## src/rtl/ea_pkg.sv

```systemverilog
package ea_pkg;

    typedef enum logic [3:0] {
        AM_ACC   = 4'd0,
        AM_IMPL  = 4'd1,
        AM_IMM   = 4'd2,
        AM_ZP    = 4'd3,
        AM_ZPX   = 4'd4,
        AM_ZPY   = 4'd5,
        AM_REL   = 4'd6,
        AM_ABS   = 4'd7,
        AM_ABSX  = 4'd8,
        AM_ABSY  = 4'd9,
        AM_IND   = 4'd10,
        AM_PREX  = 4'd11,
        AM_POSTY = 4'd12
    } am_e;

    typedef enum logic [1:0] {
        RK_NONE = 2'd0,
        RK_ADDR = 2'd1,
        RK_DATA = 2'd2,
        RK_OFS  = 2'd3
    } rk_e;

    // Operand byte count per mode; unknown codes take none.
    function automatic logic [1:0] operand_len(logic [3:0] m);
        case (m)
            AM_IMM, AM_ZP, AM_ZPX, AM_ZPY, AM_REL,
            AM_PREX, AM_POSTY:                      return 2'd1;
            AM_ABS, AM_ABSX, AM_ABSY, AM_IND:       return 2'd2;
            default:                                return 2'd0;
        endcase
    endfunction

    function automatic logic needs_pointer(logic [3:0] m);
        return (m == AM_IND) || (m == AM_PREX) || (m == AM_POSTY);
    endfunction

endpackage

```

## src/rtl/ea_direct.sv

```systemverilog
// Single-cycle result for every mode that needs no memory access.
module ea_direct
    import ea_pkg::*;
#(
    parameter int DATA_W = 8,
    localparam int ADDR_W = 2 * DATA_W
) (
    input  logic [3:0]        mode,
    input  logic [DATA_W-1:0] lo,
    input  logic [DATA_W-1:0] hi,
    input  logic [DATA_W-1:0] x,
    input  logic [DATA_W-1:0] y,
    output logic [ADDR_W-1:0] addr,
    output logic [1:0]        kind,
    output logic [DATA_W-1:0] value
);
    logic [DATA_W-1:0] zp_x, zp_y;
    logic [ADDR_W-1:0] base;

    assign zp_x = lo + x;
    assign zp_y = lo + y;
    assign base = {hi, lo};

    always_comb begin
        addr  = '0;
        kind  = RK_NONE;
        value = lo;
        case (mode)
            AM_IMM:  kind = RK_DATA;
            AM_REL:  kind = RK_OFS;
            AM_ZP:   begin kind = RK_ADDR; addr = {{DATA_W{1'b0}}, lo};   end
            AM_ZPX:  begin kind = RK_ADDR; addr = {{DATA_W{1'b0}}, zp_x}; end
            AM_ZPY:  begin kind = RK_ADDR; addr = {{DATA_W{1'b0}}, zp_y}; end
            AM_ABS:  begin kind = RK_ADDR; addr = base; end
            AM_ABSX: begin kind = RK_ADDR; addr = base + {{DATA_W{1'b0}}, x}; end
            AM_ABSY: begin kind = RK_ADDR; addr = base + {{DATA_W{1'b0}}, y}; end
            default: kind = RK_NONE;
        endcase
    end
endmodule

```

## src/rtl/ea_ptr_fetch.sv

```systemverilog
// Two-read pointer fetch for the indirect modes.
module ea_ptr_fetch
    import ea_pkg::*;
#(
    parameter int DATA_W = 8,
    localparam int ADDR_W = 2 * DATA_W
) (
    input  logic              clk,
    input  logic              rst,
    input  logic              start,
    input  logic [3:0]        mode,
    input  logic [DATA_W-1:0] lo,
    input  logic [DATA_W-1:0] hi,
    input  logic [DATA_W-1:0] x,
    input  logic [DATA_W-1:0] y,
    output logic              busy,
    output logic              mem_rd,
    output logic [ADDR_W-1:0] mem_addr,
    input  logic [DATA_W-1:0] mem_rdata,
    output logic              fin,
    output logic [ADDR_W-1:0] target
);
    typedef enum logic [1:0] {F_IDLE, F_LO, F_HI, F_FIN} fst_e;

    fst_e              st;
    logic [ADDR_W-1:0] ptr0, ptr1, post_add;
    logic [DATA_W-1:0] lo_byte;

    // Pointer locations chosen at start
    logic [ADDR_W-1:0] n_ptr0, n_ptr1, n_add;
    logic [DATA_W-1:0] zx;

    assign zx = lo + x;

    always_comb begin
        n_add = '0;
        case (mode)
            AM_PREX: begin
                n_ptr0 = {{DATA_W{1'b0}}, zx};
                n_ptr1 = {{DATA_W{1'b0}}, zx + 1'b1};
            end
            AM_POSTY: begin
                n_ptr0 = {{DATA_W{1'b0}}, lo};
                n_ptr1 = {{DATA_W{1'b0}}, lo + 1'b1};
                n_add  = {{DATA_W{1'b0}}, y};
            end
            default: begin
                n_ptr0 = {hi, lo};
                n_ptr1 = {hi, lo} + 1'b1;
            end
        endcase
    end

    always_ff @(posedge clk) begin
        if (rst) begin
            st       <= F_IDLE;
            ptr0     <= '0;
            ptr1     <= '0;
            post_add <= '0;
            lo_byte  <= '0;
        end else begin
            case (st)
                F_IDLE: if (start) begin
                    st       <= F_LO;
                    ptr0     <= n_ptr0;
                    ptr1     <= n_ptr1;
                    post_add <= n_add;
                end
                F_LO:   st <= F_HI;
                F_HI:   begin st <= F_FIN; lo_byte <= mem_rdata; end
                default: st <= F_IDLE;
            endcase
        end
    end

    assign busy     = (st != F_IDLE);
    assign mem_rd   = (st == F_LO) || (st == F_HI);
    assign mem_addr = (st == F_LO) ? ptr0 : ptr1;
    assign fin      = (st == F_FIN);
    assign target   = {mem_rdata, lo_byte} + post_add;
endmodule

```

## src/rtl/ea_addr_gen.sv

```systemverilog
module ea_addr_gen
    import ea_pkg::*;
#(
    parameter int DATA_W = 8,
    localparam int ADDR_W = 2 * DATA_W
) (
    input  logic              clk,
    input  logic              rst,
    input  logic              req_valid,
    input  logic [3:0]        req_mode,
    input  logic [DATA_W-1:0] req_lo,
    input  logic [DATA_W-1:0] req_hi,
    input  logic [DATA_W-1:0] idx_x,
    input  logic [DATA_W-1:0] idx_y,
    output logic [1:0]        op_bytes,
    output logic              busy,
    output logic              mem_rd,
    output logic [ADDR_W-1:0] mem_addr,
    input  logic [DATA_W-1:0] mem_rdata,
    output logic              done,
    output logic [1:0]        res_kind,
    output logic [ADDR_W-1:0] res_addr,
    output logic [DATA_W-1:0] res_value
);
    logic              accept, go_ptr, fin;
    logic [ADDR_W-1:0] d_addr, f_target;
    logic [1:0]        d_kind;
    logic [DATA_W-1:0] d_value;

    assign op_bytes = operand_len(req_mode);
    assign accept   = req_valid && !busy;
    assign go_ptr   = accept && needs_pointer(req_mode);

    ea_direct #(.DATA_W(DATA_W)) u_direct (
        .mode(req_mode), .lo(req_lo), .hi(req_hi), .x(idx_x), .y(idx_y),
        .addr(d_addr), .kind(d_kind), .value(d_value)
    );

    ea_ptr_fetch #(.DATA_W(DATA_W)) u_fetch (
        .clk(clk), .rst(rst), .start(go_ptr), .mode(req_mode),
        .lo(req_lo), .hi(req_hi), .x(idx_x), .y(idx_y),
        .busy(busy), .mem_rd(mem_rd), .mem_addr(mem_addr),
        .mem_rdata(mem_rdata), .fin(fin), .target(f_target)
    );

    always_ff @(posedge clk) begin
        if (rst) begin
            done      <= 1'b0;
            res_kind  <= RK_NONE;
            res_addr  <= '0;
            res_value <= '0;
        end else begin
            done <= 1'b0;
            if (accept && !go_ptr) begin
                done      <= 1'b1;
                res_kind  <= d_kind;
                res_addr  <= d_addr;
                res_value <= d_value;
            end else if (fin) begin
                done     <= 1'b1;
                res_kind <= RK_ADDR;
                res_addr <= f_target;
            end
        end
    end
endmodule

```

## config.mk

```make
export PLATFORM = sky130hd
export DESIGN_NAME = ea_addr_gen
export DESIGN_NICKNAME = d
export VERILOG_FILES = /design/src/rtl/ea_pkg.sv /design/src/rtl/ea_direct.sv /design/src/rtl/ea_ptr_fetch.sv /design/src/rtl/ea_addr_gen.sv
export SDC_FILE = /design/constraint.sdc
export NUM_CORES = 1
export LEC_CHECK = 0
export ABC_AREA = 1
export BUFFER_PORTS_ARGS = -buffer_cell sky130_fd_sc_hd__buf_2
export CORE_UTILIZATION = 40
export CTS_BUF_LIST = sky130_fd_sc_hd__clkbuf_8
export CTS_CLUSTER_SIZE = 25
export DETAILED_ROUTE_END_ITERATION = 12
export HOLD_SLACK_MARGIN = 0.1
export SYNTH_ARGS = -nofsm -noshare
export SYNTH_HDL_FRONTEND = slang
export SYNTH_HIERARCHICAL = 1
export SYNTH_SLANG_ARGS = --single-unit
```

## constraint.sdc

```tcl
create_clock -name clk -period 4.3 [get_ports clk]
set_input_delay 0.43 -clock clk [delete_from_list [all_inputs] [get_ports clk]]
set_output_delay 0.43 -clock clk [all_outputs]
set_load 0.02 [all_outputs]
```

# Yosys cells after proc, flatten, opt, wreduce, memory -nomap -nowiden
# Memories as Yosys holds them, arrays and structs flattened.
# Index checks and enable logic that the tools add are counted.
[totals]
reg_bits = 85
rom_bits = 32
input_bits = 47
output_inout_bits = 47
elab_cells = 60
n_memories = 1
[memory_table]
columns = ["name", "depth", "word_bits", "rd", "rd_clocked_by_memory_dff", "wr", "line_no", "source"]
rows = [
  ["(no name shown)", 16, 2, 1, 0, 0, "ea_pkg.sv:28", "case (m)"],
]
[op_classes]
addsub = 8
eq_ne = 15
mux = 14
reduce_logical = 13
[ops]
columns = ["operator", "n"]
rows = [
  ["case mux 16 bit (6 select lines)", 1],
  ["case mux 16 bit (2 select lines)", 2],
  ["two-way mux 16 bit", 3],
  ["adder 16 x 8 -> 16 bit", 2],
  ["equality test 4 bit, second input constant", 5],
  ["adder 16 x 1 -> 16 bit, second input constant", 1],
  ["adder 16 bit", 1],
  ["adder 8 x 1 -> 8 bit, second input constant", 2],
  ["adder 8 bit", 2],
  ["equality test 4 x 3 -> 1 bit, second input constant", 4],
  ["case mux 2 bit (3 select lines)", 2],
  ["equality test 4 x 2 -> 1 bit, second input constant", 2],
  ["two-way mux 8 bit", 1],
  ["two-way mux 2 bit", 3],
  ["OR reduction 6 bit", 1],
  ["equality test 2 bit, second input constant", 2],
  ["nonzero test 2 bit", 2],
  ["logical AND 1 bit", 3],
  ["logical OR 1 bit", 3],
  ["equality test 2 x 1 -> 1 bit, second input constant", 1],
  ["zero test 1 bit", 2],
  ["zero test 2 bit", 1],
  ["two-way mux 1 bit", 2],
  ["!= test 2 bit, second input constant", 1],
  ["AND reduction 2 bit", 1],
]

# Logic depth before layout (Yosys ltp)
# Gate-level depths: netlist (run 1).
[logic_depth]
depth_word = 7
ltp_mapped = 21
mapped_depth_nobuf = 21

# By module
# Netlist (run 1), hierarchy kept.
[modules_own_cells]
columns = ["mod", "n_inst", "cells_each", "area_per_inst_um2", "seq_area_each_um2"]
rows = [
  ["ea_ptr_fetch", 1, 523, 3583.4, 1001.0],
  ["ea_direct", 1, 331, 1692.9, 0.0],
  ["ea_addr_gen", 1, 208, 1413.9, 540.5],
]

# Worst setup path before layout (run 1)
# Ideal clock, no wire load.
[synth_timing]
path_type = "input port to flip-flop"
start = "in req_mode[1]"
end = "reg res_addr[12]"
setup_ns = 0.132
t_arrival_ns = 2.480
required_time_ns = 4.168
setup_slack_ns = 1.688
path_stages = 19
path_buffers = 1
path_cell_list = "nor3_4 > nand2_2 > buf_6 > a21oi_2 > ha_1 > inv_1 > fa_1 > inv_1 > nand3_1 > nand3_1 > nand2_1 > nand2_1 > nand3_1 > nand3_1 > nand2_1 > inv_1 > nand4_1 > nand2_1 > a21oi_1"
[synth_between]
word_cells_on_any_way = 17
cone_classes = "eq/ne (9); mux (2); reduce/logical (6)"
[synth_lines]
columns = ["item", "line_no", "source"]
rows = [
  ["start, declared", "ea_addr_gen.sv:10", "input logic [3:0] req_mode,"],
  ["equality test 4 bit (tied with other cells)", "ea_direct.sv:28", "case (mode)"],
  ["case mux 16 bit (6 select lines) *", "ea_direct.sv:28", ""],
  ["via d_addr[12]", "ea_addr_gen.sv:26", "logic [ADDR_W-1:0] d_addr, f_target;"],
  ["two-way mux 16 bit *", "ea_addr_gen.sv:54", "if (accept && !go_ptr) begin"],
  ["end signal, assigned", "ea_addr_gen.sv:57", "res_addr <= d_addr;"],
  ["end signal, assigned", "ea_addr_gen.sv:62", "res_addr <= f_target;"],
  ["end, declared", "ea_addr_gen.sv:22", "output logic [ADDR_W-1:0] res_addr,"],
]
# The timed path passes the listed nets; every way through them passes the cells marked *.
# A chain may end at the register's enable or synchronous reset.

# Final worst setup path (run 1)
[layout_timing]
start = "reg u_fetch.st[0]"
end = "reg u_fetch.ptr1[10]"
[layout_between]
elab_chain_cells = 5
word_cells_on_any_way = 6
cone_classes = "reduce/logical (6)"
[layout_rtl]
columns = ["item", "line_no", "source"]
rows = [
  ["start, declared", "ea_ptr_fetch.sv:25", "fst_e st;"],
  ["start signal, assigned", "ea_ptr_fetch.sv:56", "st <= F_IDLE;"],
  ["start signal, assigned", "ea_ptr_fetch.sv:64", "st <= F_LO;"],
  ["start signal, assigned", "ea_ptr_fetch.sv:69", "F_LO: st <= F_HI;"],
  ["nonzero test 2 bit", "ea_ptr_fetch.sv:76", "assign busy = (st != F_IDLE);"],
  ["zero test 1 bit", "ea_addr_gen.sv:31", "assign accept = req_valid && !busy;"],
  ["logical AND 1 bit", "ea_addr_gen.sv:31", ""],
  ["logical AND 1 bit", "ea_addr_gen.sv:32", "assign go_ptr = accept && needs_pointer(req_mode);"],
  ["via go_ptr", "ea_addr_gen.sv:25", "logic accept, go_ptr, fin;"],
  ["AND reduction 2 bit (no line)", "n/a", ""],
  ["end signal, assigned", "ea_ptr_fetch.sv:66", "ptr1 <= n_ptr1;"],
  ["end, declared", "ea_ptr_fetch.sv:26", "logic [ADDR_W-1:0] ptr0, ptr1, post_add;"],
]
# The timed path passes the listed nets, and every way through them passes these cells.

==> report_table.html, run 1 <==
<table>
<tr><th>Metric</th><th>Value</th></tr>
<tr><th colspan="2">Layout</th></tr>
<tr><td>Post-Layout Inst Area</td><td>0.00741 mm²</td></tr>
<tr><td>Share of layout cells above drive strength 1</td><td>16.7%</td></tr>
<tr><td>Finished Layout Cells</td><td>~1.3k</td></tr>
<tr><td>Area added between synthesis and finish</td><td>10.8%</td></tr>
<tr><td>Highest-count cells in the layout ignoring fill and taps</td><td>nand2_1, inv_1, nand3_1, buf_2, a21oi_1</td></tr>
<tr><td>Nets</td><td>1216</td></tr>
<tr><td>Count of inserted antenna diode cells</td><td>0</td></tr>
<tr><td>Final core utilization</td><td>46.0%</td></tr>
<tr><td>Most common cell after layout, fill and taps aside</td><td>nand2_1</td></tr>
<tr><th colspan="2">Route</th></tr>
<tr><td>Avg Vias per Cell</td><td>5.11</td></tr>
<tr><td>Total number of vias</td><td>~6.9k</td></tr>
<tr><td>Violation count after the first detailed-route iteration</td><td>434</td></tr>
<tr><td>Total length of routed wires</td><td>~20000 µm</td></tr>
<tr><td>Post-detailed-route wirelength per cell</td><td>14.8 µm</td></tr>
<tr><td>Wire length on met3</td><td>1320 µm</td></tr>
<tr><td>Number of routed nets with antenna violations</td><td>0</td></tr>
<tr><td>Initial DRT Pass Iterations</td><td>5</td></tr>
<tr><td>Length of routed wiring on met1</td><td>9250 µm</td></tr>
<tr><td>Sum of met2 wire segment lengths after detailed routing</td><td>between 8000 and 9000 µm</td></tr>
<tr><td>Remaining DRCs</td><td>0</td></tr>
<tr><td>Top routing layer in use</td><td>met4</td></tr>
<tr><th colspan="2">Min path</th></tr>
<tr><td>Launch point of the worst hold path</td><td>mem_rdata[7]</td></tr>
<tr><td>Hold Path Class</td><td>in2reg</td></tr>
<tr><th colspan="2">Logic synthesis</th></tr>
<tr><td>Flip-flop and latch count after synthesis</td><td>77</td></tr>
<tr><td>Post-synth cell types</td><td>47</td></tr>
<tr><td>Yosys warnings</td><td>6</td></tr>
<tr><td>Average size of a mapped cell</td><td>6.30 µm²</td></tr>
<tr><td>Primary flip-flop cell chosen by synthesis mapping</td><td>dfxtp_1</td></tr>
<tr><td>Arithmetic-cell share of the synthesized area counting full adders, half adders and majority gates</td><td>8.12%</td></tr>
<tr><td>Count of mapped cells out of synthesis</td><td>1062</td></tr>
<tr><td>Portion of the post-synthesis area used by sequential elements</td><td>~23%</td></tr>
<tr><td>Ys async rst share</td><td>0%</td></tr>
<tr><td>Compound-gate portion of the synthesized area</td><td>14.8%</td></tr>
<tr><td>Number of nets in the synthesized netlist</td><td>roughly 1.2k</td></tr>
<tr><td>Number of enable flip-flop cells after synthesis</td><td>0</td></tr>
<tr><td>Fraction of synthesized area in multiplexers</td><td>roughly 2.0%</td></tr>
<tr><td>Synthesized area</td><td>0.00669 mm²</td></tr>
<tr><td>Post-Synth XOR/XNOR Area</td><td>2.88%</td></tr>
<tr><td>Combinational family with the most area after synthesis</td><td>simple AND/OR/NAND/NOR gates</td></tr>
<tr><td>Share of synthesized cell area in and, or, nand and nor gates</td><td>36.6%</td></tr>
<tr><th colspan="2">Power and ir drop</th></tr>
<tr><td>Final Power</td><td>2.57 mW</td></tr>
<tr><td>Power per unit of standard cell area</td><td>346 mW/mm²</td></tr>
<tr><td>Leak pwr</td><td>3.70 nW</td></tr>
<tr><td>Maximum ir drop on the vdd rail</td><td>0.000161 V</td></tr>
<tr><th colspan="2">GRT</th></tr>
<tr><td>Global routing usage summed across all routing layers</td><td>23.4%</td></tr>
<tr><td>Final global-route overflow total</td><td>0</td></tr>
<tr><td>Vias in the first global route</td><td>approximately 6.3k</td></tr>
<tr><td>Global-route wire length before repair</td><td>between 30000 and 40000 µm</td></tr>
<tr><td>Number of antenna violations at the first check in global routing</td><td>0</td></tr>
<tr><td>Maximum number of pins on one net before global-route repair</td><td>45</td></tr>
<tr><th colspan="2">Floorplan</th></tr>
<tr><td>Starting utilization of the core area</td><td>41.5%</td></tr>
<tr><td>Number of I/O pins</td><td>94</td></tr>
<tr><td>Total number of placement rows</td><td>46</td></tr>
<tr><td>Floorplan core area</td><td>0.0161 mm²</td></tr>
<tr><td>Die outline area</td><td>approximately 0.017 mm²</td></tr>
<tr><td>Die Width</td><td>131 µm</td></tr>
<tr><td>Die height</td><td>131 µm</td></tr>
<tr><th colspan="2">STA</th></tr>
<tr><td>Min Tclk post-route</td><td>2.90 ns</td></tr>
<tr><td>Unrepaired setup endpoints after global routing</td><td>no</td></tr>
<tr><td>Headroom to the max-slew limit</td><td>40.8%</td></tr>
<tr><td>Worst clock skew</td><td>0.0117 ns</td></tr>
<tr><td>Max Clk Rate</td><td>345 MHz</td></tr>
<tr><td>Slew of the pin with the lowest slew margin</td><td>0.887 ns</td></tr>
<tr><td>Total negative setup slack</td><td>0 ns</td></tr>
<tr><td>WHS</td><td>0.311 ns</td></tr>
<tr><td>Setup violations, final</td><td>0</td></tr>
<tr><td>Max-slew violations</td><td>0</td></tr>
<tr><td>Number of hold violations in the final report</td><td>0</td></tr>
<tr><td>Worst setup margin</td><td>1.40 ns</td></tr>
<tr><td>Final cycle utilization of the critical path</td><td>67.4%</td></tr>
<tr><th colspan="2">Clocking</th></tr>
<tr><td>Hold bufs inserted after CTS</td><td>0</td></tr>
<tr><td>Clock-pin slew on the worst setup and hold paths</td><td>approximately 0.090 ns</td></tr>
<tr><td>H-tree levels</td><td>3</td></tr>
<tr><td>Post-CTS Setup Bufs</td><td>0</td></tr>
<tr><td>Clock root buffer master</td><td>clkbuf_8</td></tr>
<tr><td>Sinks on Clock Net</td><td>77</td></tr>
<tr><td>Largest buffer count on any clock path</td><td>2</td></tr>
<tr><td>Number of buffers created by CTS</td><td>9</td></tr>
<tr><td># resized after CTS</td><td>0</td></tr>
<tr><td>Clock latency on the worst-skew pair</td><td>0.38 ns</td></tr>
<tr><td>CTS tree</td><td>built</td></tr>
<tr><th colspan="2">Worst setup path</th></tr>
<tr><td>Setup crit start kind</td><td>flop</td></tr>
<tr><td>R2r worst-path depth</td><td>11</td></tr>
<tr><td>Setup slack, reg-to-reg</td><td>~1.4 ns</td></tr>
<tr><td>Critical Path End Type</td><td>flop</td></tr>
<tr><td>Critical setup path kind</td><td>reg2reg</td></tr>
<tr><td>Total number of cells along the worst setup path</td><td>11</td></tr>
<tr><td>Cells along the critical path</td><td>inv_1 &gt; ha_1 &gt; inv_1 &gt; nor2_4 &gt; a21boi_0 &gt; nand2_1 &gt; nor2_2 &gt; inv_1 &gt; nor2_1 &gt; o21ai_0 &gt; a21oi_1</td></tr>
<tr><td>Required time of the worst setup path</td><td>between 4 and 5 ns</td></tr>
<tr><td>Max stage delay cell, worst path</td><td>nor2_2</td></tr>
<tr><td>Arr. time, crit path</td><td>between 3 and 4 ns</td></tr>
<tr><td>Reg-to-reg endpoint</td><td>u_fetch/ptr1[10]</td></tr>
<tr><td>Worst path max stage delay</td><td>0.57 ns</td></tr>
<tr><td>Startpoint of the lowest-slack register-to-register path</td><td>u_fetch/st[0]</td></tr>
<tr><td>Critical Path Sink</td><td>u_fetch/ptr1[10]</td></tr>
<tr><td>CP startpoint</td><td>u_fetch/st[0]</td></tr>
<tr><td>Cell repeated most along the worst path</td><td>inv_1</td></tr>
<tr><td>Critical path buffer and inverter count</td><td>3</td></tr>
<tr><td>Critical path peak fanout</td><td>14</td></tr>
<tr><td>Family with the most delay on the worst path</td><td>simple AND/OR/NAND/NOR gates</td></tr>
<tr><th colspan="2">Flow run</th></tr>
<tr><td>Count of maximum capacitance violations</td><td>0</td></tr>
<tr><th colspan="2">Placed design</th></tr>
<tr><td>Count of port buffers added during placement</td><td>between 90 and 100</td></tr>
<tr><td>Worst slack at placement</td><td>between 1 and 1.5 ns</td></tr>
<tr><td>Cell area reported after detailed placement</td><td>0.00722 mm²</td></tr>
<tr><td>Final weighted congestion in routability-driven placement</td><td>roughly 0.93</td></tr>
<tr><td>Cell count after placement</td><td>roughly 1.3k</td></tr>
<tr><td>HPWL reported at the end of detailed placement</td><td>roughly 15000 µm</td></tr>
<tr><th colspan="2">Outcome</th></tr>
<tr><td>Run status</td><td>completed</td></tr>
</table>
[power by group]
group          switching, mW  total [mW]  leakage [nW]  internal (mW)
combinational          0.748        1.13          2.97          0.382
clock                  0.287       0.553         0.102          0.266
sequential            0.0594       0.883         0.627          0.824
total                   1.09        2.57          3.70           1.47
[how the worst min path moves through the flow]
stage                              end  cells after the start
CTS                 u_fetch/lo_byte[7]                      3
detailed placement        res_value[0]                      2
global route        u_fetch/lo_byte[7]                      3
floorplan             u_fetch/ptr0[10]                      2
global placement          res_value[4]                      2
finish              u_fetch/lo_byte[7]                      3
[layer usage]
metal	GRT usage, %	vias up
li1	-	3593
met1	30.9	3062
met2	37.7	203
met3	4.82	32
met4	7.95	0
met5	0	-
[cells in the mapped netlist, drive strengths merged, types with 12 or more instances]
library cell	number	area (µm²)
nor2	67	324
nand3	106	588
clkbuf	19	71.3
mux2	12	135
inv	152	571
xor2	15	131
a21oi	97	508
buf	26	188
dfxtp	77	1540
nand4	37	231
ha	37	463
nand2	299	1150
o21ai	59	303
[registers in the layout, summed over array words and instances (netlist names)]
register and count:
res_addr 16, u_fetch/ptr0 16, u_fetch/ptr1 16, res_value 8
u_fetch/lo_byte 8, u_fetch/post_add 8, res_kind 2, u_fetch/st 2
done 1
[cell type report]
class,count,area (µm²)
fillers,1795,8700
multi-input cells,786,4310
flip-flops and latches,77,1540
inverters,154,579
repair buffers,100,518
well taps,216,270
clock buffers,9,124
clock inverters,7,67.6
[kinds of logic (layout without fill, tap and decap cells)]
family                     count (synthesis)  count (layout)
DFF                                       77              77
buffers and inverters                    199             270
adders and majority gates                 41              41
xor gates and xnor gates                  22              22
AOI/OAI and AO/OA                        179             179
and+or+nand+nor                          532             532
muxes                                     12              12
[worst register-to-register path, stage by stage, from the launching register on]
cell and delay, ns:
dfxtp_1 0.34, inv_1 0.10, ha_1 0.20, inv_1 0.14
nor2_4 0.16, a21boi_0 0.39, nand2_1 0.41, nor2_2 0.57
inv_1 0.18, nor2_1 0.13, o21ai_0 0.09, a21oi_1 0.13
Note: power is estimated with default switching activity, not from simulation.
==> run 2: changes to the inputs <==
==> constraint.sdc (replaced) <==
create_clock -name clk -period 2.4 [get_ports clk]
set_input_delay 0.24 -clock clk [delete_from_list [all_inputs] [get_ports clk]]
set_output_delay 0.24 -clock clk [all_outputs]
set_load 0.02 [all_outputs]
==> run 2 against run 1 <==
Combinational power is 88% higher. Clock skew down 0.0015 ns. Utilization up 3.0 points. Global-route usage up 0.48 points. First-iteration DRC count decreased by 6.7%. Sequential cell count is the same. Hold slack got worse by 0.17 ns. Clock power is 88% higher. Clock-buffer cell count stayed put. Total power increased by 86%. Cell count rose by 3.8%. Sequential power rose by 80%. Critical path type is now in2reg. Highest routed layer unchanged.
==> report_table.html, run 2 (synthesis gave the netlist of run 1 again) <==
<table>
<tr><th>Metric</th><th>Value</th></tr>
<tr><th colspan="2">Outcome</th></tr>
<tr><td>Run status</td><td>completed</td></tr>
<tr><th colspan="2">Placed design</th></tr>
<tr><td>Cell count after placement</td><td>~1.4k</td></tr>
<tr><td>HPWL reported at the end of detailed placement</td><td>16000 µm</td></tr>
<tr><td>Final weighted congestion in routability-driven placement</td><td>about 0.9</td></tr>
<tr><td>Worst slack at placement</td><td>-0.322 ns</td></tr>
<tr><td>Count of port buffers added during placement</td><td>93</td></tr>
<tr><th colspan="2">Floorplan</th></tr>
<tr><td>Number of I/O pins</td><td>between 90 and 100</td></tr>
<tr><td>Total number of placement rows</td><td>46</td></tr>
<tr><td>Die Width</td><td>131 µm</td></tr>
<tr><td>Starting utilization of the core area</td><td>41.5%</td></tr>
<tr><td>Die height</td><td>131 µm</td></tr>
<tr><td>Floorplan core area</td><td>0.0161 mm²</td></tr>
<tr><td>Die outline area</td><td>0.0172 mm²</td></tr>
<tr><th colspan="2">Route</th></tr>
<tr><td>Number of routed nets with antenna violations</td><td>0</td></tr>
<tr><td>Violation count after the first detailed-route iteration</td><td>about 410</td></tr>
<tr><td>Remaining DRCs</td><td>0</td></tr>
<tr><td>Total number of vias</td><td>7134</td></tr>
<tr><td>Avg Vias per Cell</td><td>5.10</td></tr>
<tr><td>Post-detailed-route wirelength per cell</td><td>14.6 µm</td></tr>
<tr><td>Total length of routed wires</td><td>~20000 µm</td></tr>
<tr><td>Initial DRT Pass Iterations</td><td>5</td></tr>
<tr><th colspan="2">Worst setup path</th></tr>
<tr><td>Cells along the critical path</td><td>buf_2 &gt; buf_4 &gt; inv_1 &gt; nor2_4 &gt; nand2_2 &gt; clkinv_4 &gt; buf_4 &gt; nand2_1 &gt; o21ai_0 &gt; ha_1 &gt; a21oi_1 &gt; nand2_1 &gt; buf_4 &gt; o21ai_1 &gt; o211ai_1 &gt; inv_1 &gt; nand4_1 &gt; nand2_1 &gt; a21oi_1</td></tr>
<tr><td>Family with the most delay on the worst path</td><td>buffers and inverters</td></tr>
<tr><td>Max stage delay cell, worst path</td><td>ha_1</td></tr>
<tr><td>Reg-to-reg endpoint</td><td>res_addr[14]</td></tr>
<tr><td>Critical path buffer and inverter count</td><td>7</td></tr>
<tr><td>Critical path peak fanout</td><td>11</td></tr>
<tr><td>Critical Path End Type</td><td>flop</td></tr>
<tr><td>Critical setup path kind</td><td>in2reg</td></tr>
<tr><td>Arr. time, crit path</td><td>2.51 ns</td></tr>
<tr><td>Worst path max stage delay</td><td>0.32 ns</td></tr>
<tr><td>R2r worst-path depth</td><td>13</td></tr>
<tr><td>Startpoint of the lowest-slack register-to-register path</td><td>u_fetch/post_add[0]</td></tr>
<tr><td>Setup crit start kind</td><td>input port</td></tr>
<tr><td>Required time of the worst setup path</td><td>2.64 ns</td></tr>
<tr><td>Setup slack, reg-to-reg</td><td>0.24 ns</td></tr>
<tr><th colspan="2">Min path</th></tr>
<tr><td>Hold Path Class</td><td>in2reg</td></tr>
<tr><td>Endpoint of the worst hold-timing path</td><td>u_fetch/lo_byte[6]</td></tr>
<tr><td>Launch point of the worst hold path</td><td>mem_rdata[6]</td></tr>
<tr><td>Number of cells on the worst hold path</td><td>3</td></tr>
<tr><th colspan="2">Layout</th></tr>
<tr><td>Finished Layout Cells</td><td>approximately 1.4k</td></tr>
<tr><td>Largest regs</td><td>res_addr: 16 flops, u_fetch/ptr0: 16 flops, u_fetch/ptr1: 16 flops</td></tr>
<tr><td>Share of layout cells above drive strength 1</td><td>between 20% and 30%</td></tr>
<tr><td>Most common cell after layout, fill and taps aside</td><td>nand2_1</td></tr>
<tr><td>Area added between synthesis and finish</td><td>18.0%</td></tr>
<tr><td>Final core utilization</td><td>49.0%</td></tr>
<tr><td>Nets</td><td>1267</td></tr>
<tr><td>Highest-count cells in the layout ignoring fill and taps</td><td>nand2_1, inv_1, nand3_1, buf_2, a21oi_1</td></tr>
<tr><td>Count of inserted antenna diode cells</td><td>0</td></tr>
<tr><th colspan="2">Clocking</th></tr>
<tr><td>Sinks on Clock Net</td><td>77</td></tr>
<tr><td>Largest buffer count on any clock path</td><td>2</td></tr>
<tr><td>H-tree levels</td><td>3</td></tr>
<tr><td>Clock-pin slew on the worst setup and hold paths</td><td>about 0.090 ns</td></tr>
<tr><td>Number of buffers created by CTS</td><td>9</td></tr>
<tr><td>Clock latency on the worst-skew pair</td><td>around 0.38 ns</td></tr>
<tr><td>Clock root buffer master</td><td>clkbuf_8</td></tr>
<tr><td>CTS tree</td><td>built</td></tr>
<tr><th colspan="2">STA</th></tr>
<tr><td>Max-slew violations</td><td>0</td></tr>
<tr><td>Headroom to the max-slew limit</td><td>approximately half</td></tr>
<tr><td>Slew of the pin with the lowest slew margin</td><td>0.750 ns</td></tr>
<tr><td>Final cycle utilization of the critical path</td><td>roughly 95%</td></tr>
<tr><td>Max Clk Rate</td><td>441 MHz</td></tr>
<tr><td>Number of hold violations in the final report</td><td>0</td></tr>
<tr><td>Total negative setup slack</td><td>0 ns</td></tr>
<tr><td>Setup violations, final</td><td>0</td></tr>
<tr><td>Worst clock skew</td><td>~0.010 ns</td></tr>
<tr><td>Min Tclk post-route</td><td>2.27 ns</td></tr>
<tr><td>Worst setup margin</td><td>0.130 ns</td></tr>
<tr><th colspan="2">Power and ir drop</th></tr>
<tr><td>Sw power</td><td>2.02 mW</td></tr>
<tr><td>Power per unit of standard cell area</td><td>604 mW/mm²</td></tr>
<tr><td>Leak pwr</td><td>3.97 nW</td></tr>
<tr><td>Share of total power in combinational logic</td><td>44.8%</td></tr>
<tr><td>Internal power</td><td>2.74 mW</td></tr>
<tr><td>Switching Fraction</td><td>42.4%</td></tr>
<tr><td>Part of the total power dissipated in sequential elements</td><td>33.3%</td></tr>
<tr><td>Final Power</td><td>4.77 mW</td></tr>
<tr><td>Maximum ir drop on the vdd rail</td><td>between 0.0003 and 0.0004 V</td></tr>
<tr><td>Clock network fraction of design power</td><td>between 20% and 30%</td></tr>
<tr><th colspan="2">GRT</th></tr>
<tr><td>Routing usage on met3</td><td>3.94%</td></tr>
<tr><td>GRT met1 Usage</td><td>32.5%</td></tr>
<tr><td>Final global-route overflow total</td><td>0</td></tr>
<tr><td>Met2 Use GR</td><td>38.3%</td></tr>
<tr><td>Global-route wire length before repair</td><td>32700 µm</td></tr>
<tr><td>Number of antenna violations at the first check in global routing</td><td>0</td></tr>
<tr><td>Vias in the first global route</td><td>roughly 6.4k</td></tr>
<tr><td>Global routing usage summed across all routing layers</td><td>23.9%</td></tr>
<tr><td>Maximum number of pins on one net before global-route repair</td><td>53</td></tr>
<tr><td>Most Crowded Layer GR</td><td>met2</td></tr>
<tr><th colspan="2">Flow run</th></tr>
<tr><td>Count of maximum capacitance violations</td><td>0</td></tr>
</table>
==> run 2: metal layers <==
metal | share of wire (%) | up-vias
met4 | 2.0 | 0
met2 | 44 | 168
li1 | - | 3703
met1 | 49 | 3238
met3 | 4.3 | 25
met5 | 0 | -
==> run 2: stage by stage <==
stage	hold WS (ns)	area, µm²
global route	0.138	7900
global placement	0.447	7590
CTS	0.112	7800
floorplan	0.375	6690
detailed placement	0.452	7590
finish	0.137	7900
==> run 2: how the worst max path moves through the flow <==
stage / from / to / slack (ns) / cells past startpoint
5_1_grt: req_mode[1] / res_addr[10] / -0.007 / 19
6_report: req_mode[2] / res_addr[4] / 0.13 / 19
4_1_cts: u_fetch/lo_byte[0] / res_addr[14] / 0.03 / 13
3_5_place_dp: req_mode[1] / res_addr[6] / -0.32 / 20
3_3_place_gp: req_mode[1] / res_addr[4] / -0.29 / 20
2_1_floorplan: req_mode[1] / res_addr[12] / -0.003 / 19
==> run 2: cell type report <==
type,count,area [µm²]
Multi-Input combinational cell,786,4380
Clock inverter,7,78.8
Clock buffer,9,124
Tap cell,216,270
Fill cell,1719,8220
Sequential cell,77,1540
Inverter,154,584
Timing Repair Buffer,151,920
==> run 2: power by group through the flow <==
stage / combinational [mW] / sequential, mW / clock, mW
after global placement: 2.10 / 1.62 / 0
after CTS: 2.11 / 1.59 / 1.07
after floorplan: 1.38 / 1.71 / 0
after global routing: 2.38 / 1.61 / 1.13
after detailed placement: 2.10 / 1.62 / 0
final: 2.13 / 1.59 / 1.04
==> run 2: timing repair <==
| item | 4_1_cts | 5_1_grt |
|---|---|---|
| endpoints found under the setup margin | 0 | 50 |
| buffers inserted | 0 | 3 |
| gates resized for setup | 0 | 26 |
| hold endpoints to repair | 1 | 0 |
| hold buffers | 1 | 0 |
==> run 2: worst register-to-register path: cells and delay by family, from the launching register on <==
| family | cells | cell delay [ns] |
|---|---|---|
| AO/OA/AOI/OAI | 3 | 0.44 |
| XOR/XNOR | 1 | 0.15 |
| adder cells (fa/ha/maj) | 2 | 0.53 |
| buffers and inverters | 2 | 0.13 |
| flip-flops | 1 | 0.35 |
| AND/OR/NAND/NOR | 5 | 0.50 |
==> run 3: changes to the inputs <==
--- a/config.mk
+++ b/config.mk
@@ -14,5 +14,4 @@
 export HOLD_SLACK_MARGIN = 0.1
 export SYNTH_ARGS = -nofsm -noshare
 export SYNTH_HDL_FRONTEND = slang
-export SYNTH_HIERARCHICAL = 1
 export SYNTH_SLANG_ARGS = --single-unit
==> run 3 against run 2 <==
Clock-buffer cell count unchanged. First-iteration DRC count increased by 55%. Clock skew increased by 0.0060 ns. Critical endpoint is now res_addr[14]. Design area decreased by 7.2%. Die area decreased by 8.2%. Utilization increased by 0.69 points. Non-clock buffer count decreased by 13. Wire length increased by 1.4%. Via count decreased by 5.3%. Combinational power decreased by 6%. Register-to-register slack got worse by 0.05 ns.
==> report_table.html, run 3 <==
<table>
<tr><th>Metric</th><th>Value</th></tr>
<tr><th colspan="2">Outcome</th></tr>
<tr><td>Run status</td><td>completed</td></tr>
<tr><th colspan="2">Logic synthesis</th></tr>
<tr><td>Post-Synth XOR/XNOR Area</td><td>1.71%</td></tr>
<tr><td>Compound-gate portion of the synthesized area</td><td>approximately 18%</td></tr>
<tr><td>Count of mapped cells out of synthesis</td><td>948</td></tr>
<tr><td>Combinational family with the most area after synthesis</td><td>simple AND/OR/NAND/NOR gates</td></tr>
<tr><td>Yosys warnings</td><td>0</td></tr>
<tr><td>Share of synthesized cell area in and, or, nand and nor gates</td><td>32.7%</td></tr>
<tr><td>Cell type contributing the most total cell area after synthesis</td><td>dfxtp_1</td></tr>
<tr><td>Commonest cells in the synthesized netlist</td><td>nand2_1, inv_1, a21oi_1, nand3_1, dfxtp_1</td></tr>
<tr><td>Synth top area share</td><td>25.1%</td></tr>
<tr><td>Portion of the post-synthesis area used by sequential elements</td><td>25.1%</td></tr>
<tr><td>Average size of a mapped cell</td><td>6.47 µm²</td></tr>
<tr><td>Count leader, synth</td><td>nand2_1</td></tr>
<tr><td>Primary flip-flop cell chosen by synthesis mapping</td><td>dfxtp_1</td></tr>
<tr><td>Number of enable flip-flop cells after synthesis</td><td>0</td></tr>
<tr><td>Fraction of synthesized area in multiplexers</td><td>3.67%</td></tr>
<tr><td>Number of nets in the synthesized netlist</td><td>between 1k and 1.5k</td></tr>
<tr><td>Ys async rst share</td><td>0%</td></tr>
<tr><td>Arithmetic-cell share of the synthesized area counting full adders, half adders and majority gates</td><td>a little under a tenth</td></tr>
<tr><td>Flip-flop and latch count after synthesis</td><td>77</td></tr>
<tr><td>Synthesized area</td><td>~0.0061 mm²</td></tr>
<tr><td>Post-synth cell types</td><td>51</td></tr>
<tr><td>Cell types occupying the most area after synthesis</td><td>dfxtp_1, nand2_1, ha_1</td></tr>
<tr><th colspan="2">Floorplan</th></tr>
<tr><td>Die outline area</td><td>0.0158 mm²</td></tr>
<tr><td>Die height</td><td>approximately 130 µm</td></tr>
<tr><td>Total number of placement rows</td><td>44</td></tr>
<tr><td>Die Width</td><td>126 µm</td></tr>
<tr><td>Number of I/O pins</td><td>94</td></tr>
<tr><td>Floorplan core area</td><td>0.0148 mm²</td></tr>
<tr><td>Starting utilization of the core area</td><td>41.6%</td></tr>
<tr><th colspan="2">Clocking</th></tr>
<tr><td>Sinks on Clock Net</td><td>77</td></tr>
<tr><td>Number of buffers created by CTS</td><td>9</td></tr>
<tr><td># resized after CTS</td><td>0</td></tr>
<tr><td>Post-CTS Setup Bufs</td><td>0</td></tr>
<tr><td>Clock-pin slew on the worst setup and hold paths</td><td>0.09 ns</td></tr>
<tr><td>CTS tree</td><td>built</td></tr>
<tr><td>Hold bufs inserted after CTS</td><td>0</td></tr>
<tr><td>Largest buffer count on any clock path</td><td>2</td></tr>
<tr><td>H-tree levels</td><td>3</td></tr>
<tr><td>Clock latency on the worst-skew pair</td><td>0.38 ns</td></tr>
<tr><td>Clock root buffer master</td><td>clkbuf_8</td></tr>
<tr><th colspan="2">Route</th></tr>
<tr><td>Violation count after the first detailed-route iteration</td><td>between 600 and 700</td></tr>
<tr><td>Total length of routed wires</td><td>20700 µm</td></tr>
<tr><td>Remaining DRCs</td><td>0</td></tr>
<tr><td>Avg Vias per Cell</td><td>5.38</td></tr>
<tr><td>Total number of vias</td><td>6759</td></tr>
<tr><td>Number of routed nets with antenna violations</td><td>0</td></tr>
<tr><td>Initial DRT Pass Iterations</td><td>6</td></tr>
<tr><td>Post-detailed-route wirelength per cell</td><td>16.5 µm</td></tr>
<tr><th colspan="2">Placed design</th></tr>
<tr><td>HPWL reported at the end of detailed placement</td><td>between 15000 and 20000 µm</td></tr>
<tr><td>Final weighted congestion in routability-driven placement</td><td>0.942</td></tr>
<tr><td>Count of port buffers added during placement</td><td>slightly above 90</td></tr>
<tr><th colspan="2">STA</th></tr>
<tr><td>Min Tclk post-route</td><td>roughly 2.2 ns</td></tr>
<tr><td>Max Clk Rate</td><td>roughly 450 MHz</td></tr>
<tr><td>WHS</td><td>0.132 ns</td></tr>
<tr><td>Slew of the pin with the lowest slew margin</td><td>0.437 ns</td></tr>
<tr><td>Max-slew violations</td><td>0</td></tr>
<tr><td>Number of hold violations in the final report</td><td>0</td></tr>
<tr><td>Worst clock skew</td><td>0.0163 ns</td></tr>
<tr><td>Final cycle utilization of the critical path</td><td>92.3%</td></tr>
<tr><td>Setup violations, final</td><td>0</td></tr>
<tr><td>Headroom to the max-slew limit</td><td>~71%</td></tr>
<tr><th colspan="2">GRT</th></tr>
<tr><td>Global routing usage summed across all routing layers</td><td>between 20% and 30%</td></tr>
<tr><td>Final global-route overflow total</td><td>0</td></tr>
<tr><td>Vias in the first global route</td><td>6201</td></tr>
<tr><td>Number of antenna violations at the first check in global routing</td><td>0</td></tr>
<tr><td>Global-route wire length before repair</td><td>roughly 33000 µm</td></tr>
<tr><td>Maximum number of pins on one net before global-route repair</td><td>42</td></tr>
<tr><th colspan="2">Worst setup path</th></tr>
<tr><td>Setup slack, reg-to-reg</td><td>0.19 ns</td></tr>
<tr><td>Setup crit start kind</td><td>flop</td></tr>
<tr><td>Critical path peak fanout</td><td>5</td></tr>
<tr><td>Critical setup path kind</td><td>reg2reg</td></tr>
<tr><td>Cells along the critical path</td><td>ha_1 &gt; inv_1 &gt; fa_1 &gt; nand3b_1 &gt; nand2_1 &gt; nand4_1 &gt; nand2_1 &gt; nand2_2 &gt; nor2_1 &gt; nand2_1 &gt; nand3_1 &gt; nand3_1 &gt; nand3_1 &gt; inv_1</td></tr>
<tr><td>Worst path max stage delay</td><td>0.40 ns</td></tr>
<tr><td>Critical path buffer and inverter count</td><td>2</td></tr>
<tr><td>Arr. time, crit path</td><td>2.48 ns</td></tr>
<tr><td>Required time of the worst setup path</td><td>2.67 ns</td></tr>
<tr><td>Critical Path End Type</td><td>flop</td></tr>
<tr><td>Family with the most delay on the worst path</td><td>simple AND/OR/NAND/NOR gates</td></tr>
<tr><td>Max stage delay cell, worst path</td><td>fa_1</td></tr>
<tr><th colspan="2">Power and ir drop</th></tr>
<tr><td>Power per unit of standard cell area</td><td>a little under 700 mW/mm²</td></tr>
<tr><td>Leak pwr</td><td>between 3 and 4 nW</td></tr>
<tr><td>Maximum ir drop on the vdd rail</td><td>0.000428 V</td></tr>
<tr><td>Final Power</td><td>4.95 mW</td></tr>
<tr><th colspan="2">Flow run</th></tr>
<tr><td>Count of maximum capacitance violations</td><td>0</td></tr>
<tr><th colspan="2">Layout</th></tr>
<tr><td>Count of inserted antenna diode cells</td><td>0</td></tr>
<tr><td>Area added between synthesis and finish</td><td>19.5%</td></tr>
<tr><td>Highest-count cells in the layout ignoring fill and taps</td><td>nand2_1, inv_1, a21oi_1, buf_2, nand3_1</td></tr>
<tr><td>Most common cell after layout, fill and taps aside</td><td>nand2_1</td></tr>
<tr><td>Final core utilization</td><td>49.7%</td></tr>
<tr><td>Nets</td><td>1157</td></tr>
<tr><td>Share of layout cells above drive strength 1</td><td>20.3%</td></tr>
<tr><td>Largest regs</td><td>res_addr: 16 flops, u_fetch.ptr0: 16 flops, u_fetch.ptr1: 16 flops</td></tr>
<tr><th colspan="2">Min path</th></tr>
<tr><td>Hold Path Class</td><td>in2reg</td></tr>
</table>
-- run 3: changes by cell type in the layout (fill, tap and decap cells not counted), moves of 7 or more --
cell / delta
nand3_2: -10
o21ai_0: +23
mux2_2: +8
inv_1: -33
o21ai_1: -7
buf_4: -10
nand4_1: -21
nand2_1: -44
-- run 3: per-layer routing --
layer	vias up	wire length, µm	global-route usage, %
met4	0	494	9.21
li1	3395	-	-
met3	32	1330	4.38
met5	-	0	0
met2	239	9440	43.5
met1	3093	9450	35.4
-- run 3: through the flow --
stage / setup WS, ns / instances / TNS (ns) / instance area [µm²]
after detailed placement: -0.235 / 1241 / -1.98 / 7040
after global routing: -0.00114 / 1257 / -0.00114 / 7330
after global placement: -0.185 / 1241 / -1.23 / 7040
final: 0.185 / 1257 / 0 / 7330
after floorplan: 0.0120 / 948 / 0 / 6140
after CTS: 0.155 / 1257 / 0 / 7310
-- run 3: worst register-to-register path, stage by stage (launching register included) --
cell and delay [ns]:
dfxtp_1 0.38, ha_1 0.18, inv_1 0.05, fa_1 0.40, nand3b_1 0.17, nand2_1 0.14, nand4_1 0.10, nand2_1 0.13
nand2_2 0.11, nor2_1 0.10, nand2_1 0.06, nand3_1 0.12, nand3_1 0.08, nand3_1 0.07, inv_1 0.04
-- run 3: path summary, 6_finish.rpt --
kind	startpoint	endpoint	depth (start not counted)
min reg2reg	u_fetch.ptr0[11]	u_fetch.ptr0[11]	2
min	mem_rdata[7]	u_fetch.lo_byte[7]	3
max reg2reg	u_fetch.lo_byte[0]	res_addr[14]	14
max	u_fetch.lo_byte[0]	res_addr[14]	14
-- run 3: power by group --
group          switching (mW)  internal [mW]  total (mW)
Combinational            1.31          0.692        2.00
Sequential              0.115           1.48        1.59
Clock                   0.550          0.802        1.35
Total                    1.98           2.97        4.95
-- run 3: cell families after synthesis --
logic type / Yosys count
AND/OR/NAND/NOR: 448
buffers and inverters: 147
AO/OA/AOI/OAI: 202
multiplexers: 20
XOR/XNOR: 12
adder cells (fa/ha/maj): 42
flip-flops: 77
-- run 3: layout make-up --
class	instances	area, µm²
clock inverters	7	145
flip-flops and latches	77	1540
multi-input cells	724	4040
well taps	184	230
fillers	1551	7420
repair buffers	138	803
inverters	118	452
clock buffers	9	124
